==> config.mk <==
export PLATFORM = sky130hd
export DESIGN_NAME = sg_dma_seq
export DESIGN_NICKNAME = d
export VERILOG_FILES = /design/src/rtl/sgd_pkg.sv /design/src/rtl/sgd_align_chk.sv /design/src/rtl/sgd_engine.sv /design/src/rtl/sgd_regfile.sv /design/src/rtl/sg_dma_seq.sv
export SDC_FILE = /design/constraint.sdc
export NUM_CORES = 1
export LEC_CHECK = 0
export ABC_AREA = 1
export ABC_CLOCK_PERIOD_IN_PS = 2900
export BUFFER_PORTS_ARGS = -buffer_cell sky130_fd_sc_hd__buf_2
export CAP_MARGIN = 20
export CORE_MARGIN = 3
export CORE_UTILIZATION = 30
export CTS_BUF_LIST = sky130_fd_sc_hd__clkbuf_8
export DETAILED_ROUTE_END_ITERATION = 8
export PLACE_DENSITY = 0.5
export SYNTH_ARGS = -nofsm -noshare
export SYNTH_HDL_FRONTEND = slang
export SYNTH_SLANG_ARGS = --single-unit
==> constraint.sdc <==
create_clock -name clk -period 2.9 [get_ports clk]
set_clock_uncertainty 0.1 [all_clocks]
set_input_delay 0.435 -clock clk [delete_from_list [all_inputs] [get_ports clk]]
set_output_delay 0.435 -clock clk [all_outputs]
set_load 0.01 [all_outputs]
==> src/rtl/sgd_pkg.sv <==
package sgd_pkg;

    localparam int WORD_W     = 32;
    localparam int MEM_DW     = 64;
    localparam int RA_W       = 3;
    localparam int DESC_WORDS = 5;
    localparam int IDX_W      = $clog2(DESC_WORDS);

    // descriptor word slots
    localparam int W_CTRL = 0;
    localparam int W_SRC  = 1;
    localparam int W_DST  = 2;
    localparam int W_CC   = 3;
    localparam int W_NXT  = 4;

    // register indexes
    localparam logic [RA_W-1:0] RA_GO   = 3'd0;
    localparam logic [RA_W-1:0] RA_DESC = 3'd1;
    localparam logic [RA_W-1:0] RA_CNT  = 3'd2;
    localparam logic [RA_W-1:0] RA_STAT = 3'd3;
    localparam logic [RA_W-1:0] RA_CTRL = 3'd4;

    // bit positions
    localparam int CW_CIE   = 2;
    localparam int CC_LINK  = 31;
    localparam int CC_TCIE  = 30;
    localparam int CC_EOTIE = 29;
    localparam int CC_ERRIE = 28;
    localparam int ST_TC    = 0;
    localparam int ST_EOT   = 1;
    localparam int ST_ERR   = 2;
    localparam int ST_ERRQ  = 3;

    localparam logic [1:0] SZ_WORD = 2'd2;

    typedef enum logic [2:0] {
        S_IDLE, S_FREQ, S_FWAIT, S_CHECK, S_RD, S_WR, S_DONE
    } eng_state_e;

    // bit order matches status register bits 3..0
    typedef struct packed {
        logic err_irq;
        logic err;
        logic eot;
        logic tc;
    } evt_t;

    function automatic logic [3:0] unit_bytes(input logic [1:0] code);
        return 4'b0001 << code;
    endfunction

    function automatic logic [WORD_W-1:0] unit_mask(input logic [1:0] code);
        return (32'd1 << code) - 32'd1;
    endfunction

endpackage

==> src/rtl/sgd_align_chk.sv <==
module sgd_align_chk
    import sgd_pkg::*;
(
    input  logic [1:0] wcode,
    input  logic [2:0] src_lo,
    input  logic [2:0] dst_lo,
    output logic       bad
);
    logic [2:0] mask;

    always_comb begin
        mask = unit_mask(wcode)[2:0];
        bad  = |(src_lo & mask) || |(dst_lo & mask);
    end
endmodule

==> src/rtl/sgd_engine.sv <==
module sgd_engine
    import sgd_pkg::*;
#(
    parameter int CNT_W = 16
) (
    input  logic              clk,
    input  logic              rst,
    input  logic              en,
    input  logic              head_we,
    input  logic [WORD_W-1:0] head_data,
    output logic              mem_req,
    output logic              mem_we,
    output logic [WORD_W-1:0] mem_addr,
    output logic [1:0]        mem_size,
    output logic [MEM_DW-1:0] mem_wdata,
    input  logic [MEM_DW-1:0] mem_rdata,
    output evt_t              evt,
    output logic              en_clr,
    output logic              busy,
    output logic [WORD_W-1:0] cur_desc,
    output logic [WORD_W-1:0] cc_live,
    output logic [WORD_W-1:0] ctrl_o
);
    localparam int HI_W = WORD_W - CNT_W;

    eng_state_e                         st_q;
    logic [IDX_W-1:0]                   idx_q;
    logic [DESC_WORDS-1:0][WORD_W-1:0]  fw_q;
    logic [WORD_W-1:0]                  desc_q, src_q, dst_q, nxt_q, ctrl_q;
    logic [CNT_W-1:0]                   cnt_q;
    logic [HI_W-1:0]                    cchi_q;
    logic                               misal;
    logic                               link, cie;
    logic [WORD_W-1:0]                  step;

    sgd_align_chk u_align (
        .wcode  (fw_q[W_CTRL][1:0]),
        .src_lo (fw_q[W_SRC][2:0]),
        .dst_lo (fw_q[W_DST][2:0]),
        .bad    (misal)
    );

    assign link     = cchi_q[CC_LINK - CNT_W];
    assign cie      = ctrl_q[CW_CIE];
    assign step     = WORD_W'(unit_bytes(ctrl_q[1:0]));
    assign busy     = (st_q != S_IDLE);
    assign cur_desc = desc_q;
    assign cc_live  = {cchi_q, cnt_q};
    assign ctrl_o   = ctrl_q;

    always_comb begin
        mem_req   = 1'b0;
        mem_we    = 1'b0;
        mem_addr  = '0;
        mem_size  = '0;
        mem_wdata = '0;
        case (st_q)
            S_FREQ: begin
                mem_req  = 1'b1;
                mem_addr = desc_q + (WORD_W'(idx_q) << 2);
                mem_size = SZ_WORD;
            end
            S_RD: begin
                mem_req  = en;
                mem_addr = src_q;
                mem_size = ctrl_q[1:0];
            end
            S_WR: begin
                mem_req   = 1'b1;
                mem_we    = 1'b1;
                mem_addr  = dst_q;
                mem_size  = ctrl_q[1:0];
                mem_wdata = mem_rdata;
            end
            default: ;
        endcase
    end

    always_comb begin
        evt.tc      = (st_q == S_DONE) && cie && cchi_q[CC_TCIE - CNT_W];
        evt.eot     = (st_q == S_DONE) && !link && cie && cchi_q[CC_EOTIE - CNT_W];
        evt.err     = (st_q == S_CHECK) && misal;
        evt.err_irq = (st_q == S_CHECK) && misal && fw_q[W_CTRL][CW_CIE]
                      && fw_q[W_CC][CC_ERRIE];
        en_clr      = ((st_q == S_DONE) && !link) || ((st_q == S_CHECK) && misal);
    end

    always_ff @(posedge clk) begin
        if (rst) begin
            st_q   <= S_IDLE;
            idx_q  <= '0;
            fw_q   <= '0;
            desc_q <= '0;
            src_q  <= '0;
            dst_q  <= '0;
            nxt_q  <= '0;
            ctrl_q <= '0;
            cnt_q  <= '0;
            cchi_q <= '0;
        end else begin
            case (st_q)
                S_IDLE: begin
                    if (head_we) desc_q <= head_data;
                    if (en) begin
                        idx_q <= '0;
                        st_q  <= S_FREQ;
                    end
                end
                S_FREQ: st_q <= S_FWAIT;
                S_FWAIT: begin
                    fw_q[idx_q] <= mem_rdata[WORD_W-1:0];
                    if (idx_q == IDX_W'(DESC_WORDS - 1)) begin
                        st_q <= S_CHECK;
                    end else begin
                        idx_q <= idx_q + IDX_W'(1);
                        st_q  <= S_FREQ;
                    end
                end
                S_CHECK: begin
                    ctrl_q <= fw_q[W_CTRL];
                    src_q  <= fw_q[W_SRC];
                    dst_q  <= fw_q[W_DST];
                    cnt_q  <= fw_q[W_CC][CNT_W-1:0];
                    cchi_q <= fw_q[W_CC][WORD_W-1:CNT_W];
                    nxt_q  <= fw_q[W_NXT];
                    if (misal)
                        st_q <= S_IDLE;
                    else if (fw_q[W_CC][CNT_W-1:0] == '0)
                        st_q <= S_DONE;
                    else
                        st_q <= S_RD;
                end
                S_RD: st_q <= en ? S_WR : S_IDLE;
                S_WR: begin
                    src_q <= src_q + step;
                    dst_q <= dst_q + step;
                    cnt_q <= cnt_q - CNT_W'(1);
                    st_q  <= (cnt_q == CNT_W'(1)) ? S_DONE : S_RD;
                end
                S_DONE: begin
                    if (link) begin
                        desc_q <= nxt_q;
                        idx_q  <= '0;
                        st_q   <= S_FREQ;
                    end else begin
                        st_q <= S_IDLE;
                    end
                end
                default: st_q <= S_IDLE;
            endcase
        end
    end
endmodule

==> src/rtl/sgd_regfile.sv <==
module sgd_regfile
    import sgd_pkg::*;
(
    input  logic              clk,
    input  logic              rst,
    input  logic              reg_we,
    input  logic [RA_W-1:0]   reg_addr,
    input  logic [WORD_W-1:0] reg_wdata,
    output logic [WORD_W-1:0] reg_rdata,
    input  evt_t              evt,
    input  logic              en_clr,
    input  logic              busy,
    input  logic [WORD_W-1:0] cur_desc,
    input  logic [WORD_W-1:0] cc_live,
    input  logic [WORD_W-1:0] ctrl,
    output logic              en,
    output logic              head_we,
    output logic [WORD_W-1:0] head_data,
    output logic              irq_tc,
    output logic              irq_eot,
    output logic              irq_err
);
    evt_t st_q;
    logic wr_go, wr_st;

    assign wr_go     = reg_we && (reg_addr == RA_GO);
    assign wr_st     = reg_we && (reg_addr == RA_STAT);
    assign head_we   = reg_we && (reg_addr == RA_DESC);
    assign head_data = reg_wdata;

    always_ff @(posedge clk) begin
        if (rst) begin
            en   <= 1'b0;
            st_q <= '0;
        end else begin
            if (wr_go)       en <= reg_wdata[0];
            else if (en_clr) en <= 1'b0;
            st_q.tc      <= evt.tc  | (st_q.tc  & ~(wr_st & reg_wdata[ST_TC]));
            st_q.eot     <= evt.eot | (st_q.eot & ~(wr_st & reg_wdata[ST_EOT]));
            st_q.err     <= evt.err | (st_q.err & ~(wr_st & reg_wdata[ST_ERR]));
            st_q.err_irq <= evt.err_irq |
                            (st_q.err_irq & ~(wr_st & (reg_wdata[ST_ERR] | reg_wdata[ST_ERRQ])));
        end
    end

    always_comb begin
        case (reg_addr)
            RA_GO:   reg_rdata = {31'b0, en};
            RA_DESC: reg_rdata = cur_desc;
            RA_CNT:  reg_rdata = cc_live;
            RA_STAT: reg_rdata = {27'b0, busy, st_q};
            RA_CTRL: reg_rdata = ctrl;
            default: reg_rdata = '0;
        endcase
    end

    assign irq_tc  = st_q.tc;
    assign irq_eot = st_q.eot;
    assign irq_err = st_q.err_irq;
endmodule

==> src/rtl/sg_dma_seq.sv <==
module sg_dma_seq
    import sgd_pkg::*;
#(
    parameter int CNT_W = 16
) (
    input  logic              clk,
    input  logic              rst,
    input  logic              reg_we,
    input  logic [RA_W-1:0]   reg_addr,
    input  logic [WORD_W-1:0] reg_wdata,
    output logic [WORD_W-1:0] reg_rdata,
    output logic              mem_req,
    output logic              mem_we,
    output logic [WORD_W-1:0] mem_addr,
    output logic [1:0]        mem_size,
    output logic [MEM_DW-1:0] mem_wdata,
    input  logic [MEM_DW-1:0] mem_rdata,
    output logic              irq_tc,
    output logic              irq_eot,
    output logic              irq_err
);
    evt_t              eng_evt;
    logic              chan_en, en_clr, eng_busy, head_we;
    logic [WORD_W-1:0] head_data, cur_desc, eng_cc, eng_ctrl;

    sgd_engine #(.CNT_W(CNT_W)) u_eng (
        .clk       (clk),
        .rst       (rst),
        .en        (chan_en),
        .head_we   (head_we),
        .head_data (head_data),
        .mem_req   (mem_req),
        .mem_we    (mem_we),
        .mem_addr  (mem_addr),
        .mem_size  (mem_size),
        .mem_wdata (mem_wdata),
        .mem_rdata (mem_rdata),
        .evt       (eng_evt),
        .en_clr    (en_clr),
        .busy      (eng_busy),
        .cur_desc  (cur_desc),
        .cc_live   (eng_cc),
        .ctrl_o    (eng_ctrl)
    );

    sgd_regfile u_regs (
        .clk       (clk),
        .rst       (rst),
        .reg_we    (reg_we),
        .reg_addr  (reg_addr),
        .reg_wdata (reg_wdata),
        .reg_rdata (reg_rdata),
        .evt       (eng_evt),
        .en_clr    (en_clr),
        .busy      (eng_busy),
        .cur_desc  (cur_desc),
        .cc_live   (eng_cc),
        .ctrl      (eng_ctrl),
        .en        (chan_en),
        .head_we   (head_we),
        .head_data (head_data),
        .irq_tc    (irq_tc),
        .irq_eot   (irq_eot),
        .irq_err   (irq_err)
    );
endmodule

==> results by group <==
Global routing
  – Number of global-route vias before repair: 18650
  – Initial antenna violation count: 2
  – GR Util All Layers: 0.2383
  – Aggregate global routing overflow: 0
  – First-pass GRT wire length: 115600 um
  – Largest net degree at the start of global routing: 124

Floorplan
  – Die area: 63100 sq um
  – Initial core utilization: 0.3044
  – Io pins: 237
  – Die height: 251.2 um
  – Total core area: 59240 sq um
  – Die W: 251.2 um
  – # rows: 89

Critical path
  – Critical path's slowest cell: dfxtp_2
  – Critical Path AT: 2810 ps
  – Worst reg2reg path endpoint: u_eng.src_q[30]
  – CP Cell Sequence: ha_4 > fa_2 > nand2_4 > a21oi_4 > nand2_4 > buf_6 > nor3_4 > nand3_4 > nor2_4 > nand2_4 > nand2_2 > nand3_2 > nand3b_1 > buf_2
  – Worst Reg-to-Reg Cells: 16
  – Worst path required time: 2370 ps
  – Crit path largest cell delay: 350 ps
  – Critical path launch point type: flip-flop
  – Flop2flop setup slack: 300 ps
  – Crit. End Element: output pin
  – Top fanout value on the critical path: 4
  – RR Startpoint: u_eng.ctrl_o[0]
  – Crit Path Class: flip-flop to output pin
  – Most used cell, CP: nand2_4

Power and ir drop
  – Pwr dens: 480.5 nW/um^2
  – Gate power share: 0.061
  – Proportion of power drawn by the clock network: 0.475
  – Switching power: 0.002848 W
  – Sw frac: 0.2594
  – P_leak: 9.971 nW
  – Peak supply drop: 0.2522 mV
  – Pint: 0.008131 W
  – Sequential power share: 0.464
  – Power Total: 0.01098 W

Detailed routing
  – DR iter-0 viols: 1636
  – WL final: 77970 um
  – Drt first pass iters: 6
  – Remaining antenna violation count after routing: 0
  – Wire length per cell: 20.55 um
  – Vias: 19870
  – # DRC: 0
  – Vias per cell: 5.239

Yosys
  – Synth cell types: 50
  – Net Count, Synth: 2808
  – Fraction of the yosys area taken by sequential cells: 0.4029
  – Syn Std Cell Area: 18040 sq um
  – Syn Area/Cell: 6.700 sq um
  – Synth Register Bits: 363
  – YS warnings: 0
  – Syn Inst Count: 2692

CTS
  – Htree depth: 3
  – Clk_lat worst skew: 660 ps
  – CTS tree: done
  – Clock transition at path regs: 70 ps
  – Cts bufs inserted: 69
  – Clk Tree Root Cell: clkbuf_8
  – CTS sink count: 363
  – Longest Clk Path Bufs: 3

Hold path
  – Hold EP: u_eng.cur_desc[20]
  – Hold_sp: reg_wdata[20]
  – Worst hold stages: 3
  – Min-Delay Path Class: input port to flip-flop

Finish
  – Multi-input logic area: 9687 sq um
  – Most common cell after layout, fill and taps aside: nand2_1
  – Final non-filler cell total: 3793
  – Final Util: 0.3857
  – Area Overhead vs Synth: 26.69%
  – N_diodes: 0
  – # fillers: 6392
  – Nets: 3086
  – Most frequent cells in the layout: nand2_1 (523), nor2_1 (355), dfxtp_1 (354)
  – Share of cells above drive strength 1: 0.1877
  – FF/Latch Area: 7283 sq um

Timing
  – Least-Margin Pin Slew: 935.7 ps
  – Max-slew violations: 0
  – Max_slew headroom: 0.3762
  – Final setup violation count: 27
  – Fmax: 299.3 MHz
  – Fin. Hold Viols: 0
  – Crit path time final: 3341 ps
  – Post-route setup TNS: -7059 ps
  – Final setup margin: -441.5 ps
  – Worst hold slack: 47.37 ps
  – RSZ-0062 raised after global routing: true
  – Tcrit/Tclk final: 1.152

Outcome
  – Outcome: finished, violations left
  – Failing checks: setup timing

Job
  – Max_cap viols: 0

Place
  – DP HPWL: 55150 um
  – Placed Cells: 3628
  – Port bufs: 236
  – Routability Congestion: 0.8943
## cell type report
cell class | count | area share
clock inverter | 35 | 0.009801
inverter | 273 | 0.04578
timing repair buffer | 363 | 0.1076
clock buffer | 86 | 0.05180
sequential | 363 | 0.3187
multi-input combinational | 1900 | 0.4239
tap | 773 | 0.04233
## worst max-delay path: cells and delay by family (launching register included)
family / cells / cell delay (ps)
AOI/OAI and AO/OA: 1 / 160
adders and majority gates: 2 / 360
buffers and inverters: 2 / 290
DFF: 1 / 350
and+or+nand+nor: 9 / 960
## metal layers
layer	part of all wire	up-vias	track usage
li1	-	9518	-
met1	0.47	9532	0.3414
met2	0.43	701	0.3686
met3	0.065	117	0.03611
met4	0.027	2	0.07509
met5	0.00014	-	0
## cell usage after synthesis, drive strengths merged
cell | count | area, sq um
nand4 | 33 | 206.5
fa | 1 | 20.02
o21a | 1 | 7.510
nor3 | 46 | 290.3
a31oi | 48 | 300.3
nor2 | 374 | 1449
inv | 270 | 1013
o2111ai | 3 | 26.28
o22ai | 3 | 18.77
buf | 35 | 198.9
xor2 | 12 | 105.1
nor4 | 12 | 75.07
dfxtp | 363 | 7267
a31o | 2 | 17.52
a21boi | 1 | 7.510
o221a | 1 | 11.26
a21oi | 220 | 1105
o221ai | 32 | 280.3
a211oi | 6 | 45.04
clkinv | 3 | 11.26
o21bai | 4 | 30.03
ha | 13 | 162.7
o311ai | 2 | 17.52
o21ai | 356 | 1785
o31ai | 1 | 7.510
o211ai | 27 | 202.7
clkbuf | 121 | 454.2
xnor2 | 2 | 17.52
nand3b | 5 | 37.54
or2 | 6 | 37.54
a221oi | 5 | 43.79
nand2 | 540 | 2037
nand3 | 139 | 705.7
a22oi | 1 | 7.510
a41oi | 3 | 26.28
a21o | 1 | 7.510
## cell families (layout without fill, tap and decap cells)
family | Yosys count | in the layout | synth area share
and+or+nand+nor | 1155 | 1155 | 0.2683
adders and majority gates | 14 | 14 | 0.01013
xor gates and xnor gates | 14 | 14 | 0.006799
buffers and inverters | 429 | 757 | 0.09303
AOI/OAI and AO/OA | 717 | 717 | 0.2189
DFF | 363 | 363 | 0.4029
## registers in the layout (all words and copies together), names as in the netlist
register,count
u_regs.irq_err,1
u_eng.cur_desc,32
u_eng.cnt_q,16
u_eng.st_q,3
u_regs.st_q,1
u_regs.irq_tc,1
u_eng.cchi_q,16
u_eng.idx_q,3
u_eng.nxt_q,32
u_eng.ctrl_o,32
u_regs.irq_eot,1
u_regs.en,1
u_eng.src_q,32
u_eng.fw_q,160
u_eng.dst_q,32
## per-stage QoR
step / worst slack [ps] / cell area [sq um]
after floorplan: 463.8 / 18040
after global placement: 33.79 / 20310
after detailed placement: 10.30 / 20310
after CTS: -528.8 / 22600
after global routing: -554.9 / 22850
final: -441.5 / 22850
## repair_timing
action	CTS	global route
hold endpoints to repair	32	0
hold buffers	28	0
setup endpoints to repair	40	60
setup buffers	15	8
gates resized for setup	111	51
pin swaps	23	22
## worst max path at each step
stage | from | to | slack [ps] | cells after the start
2_1_floorplan | u_eng.idx_q[0] | mem_addr[24] | 460 | 13
3_3_place_gp | u_eng.cur_desc[2] | mem_addr[24] | 30 | 14
3_5_place_dp | u_eng.cur_desc[2] | mem_addr[24] | 10 | 14
4_1_cts | u_eng.idx_q[0] | mem_addr[26] | -530 | 14
5_1_grt | u_eng.cur_desc[6] | mem_addr[26] | -550 | 12
6_report | u_eng.idx_q[0] | mem_addr[26] | -440 | 14
## power by group through the flow
| stage | Sequential (W) | Clock [W] | Combinational [W] |
|---|---|---|---|
| floorplan | 0.00519 | 0 | 0.000282 |
| finish | 0.00509 | 0.00522 | 0.000669 |
| CTS | 0.00509 | 0.00533 | 0.000651 |
| global placement | 0.00520 | 0 | 0.000597 |
| detailed placement | 0.00520 | 0 | 0.000602 |
| global route | 0.00510 | 0.00552 | 0.000718 |
(Power assumes the default switching activity.)
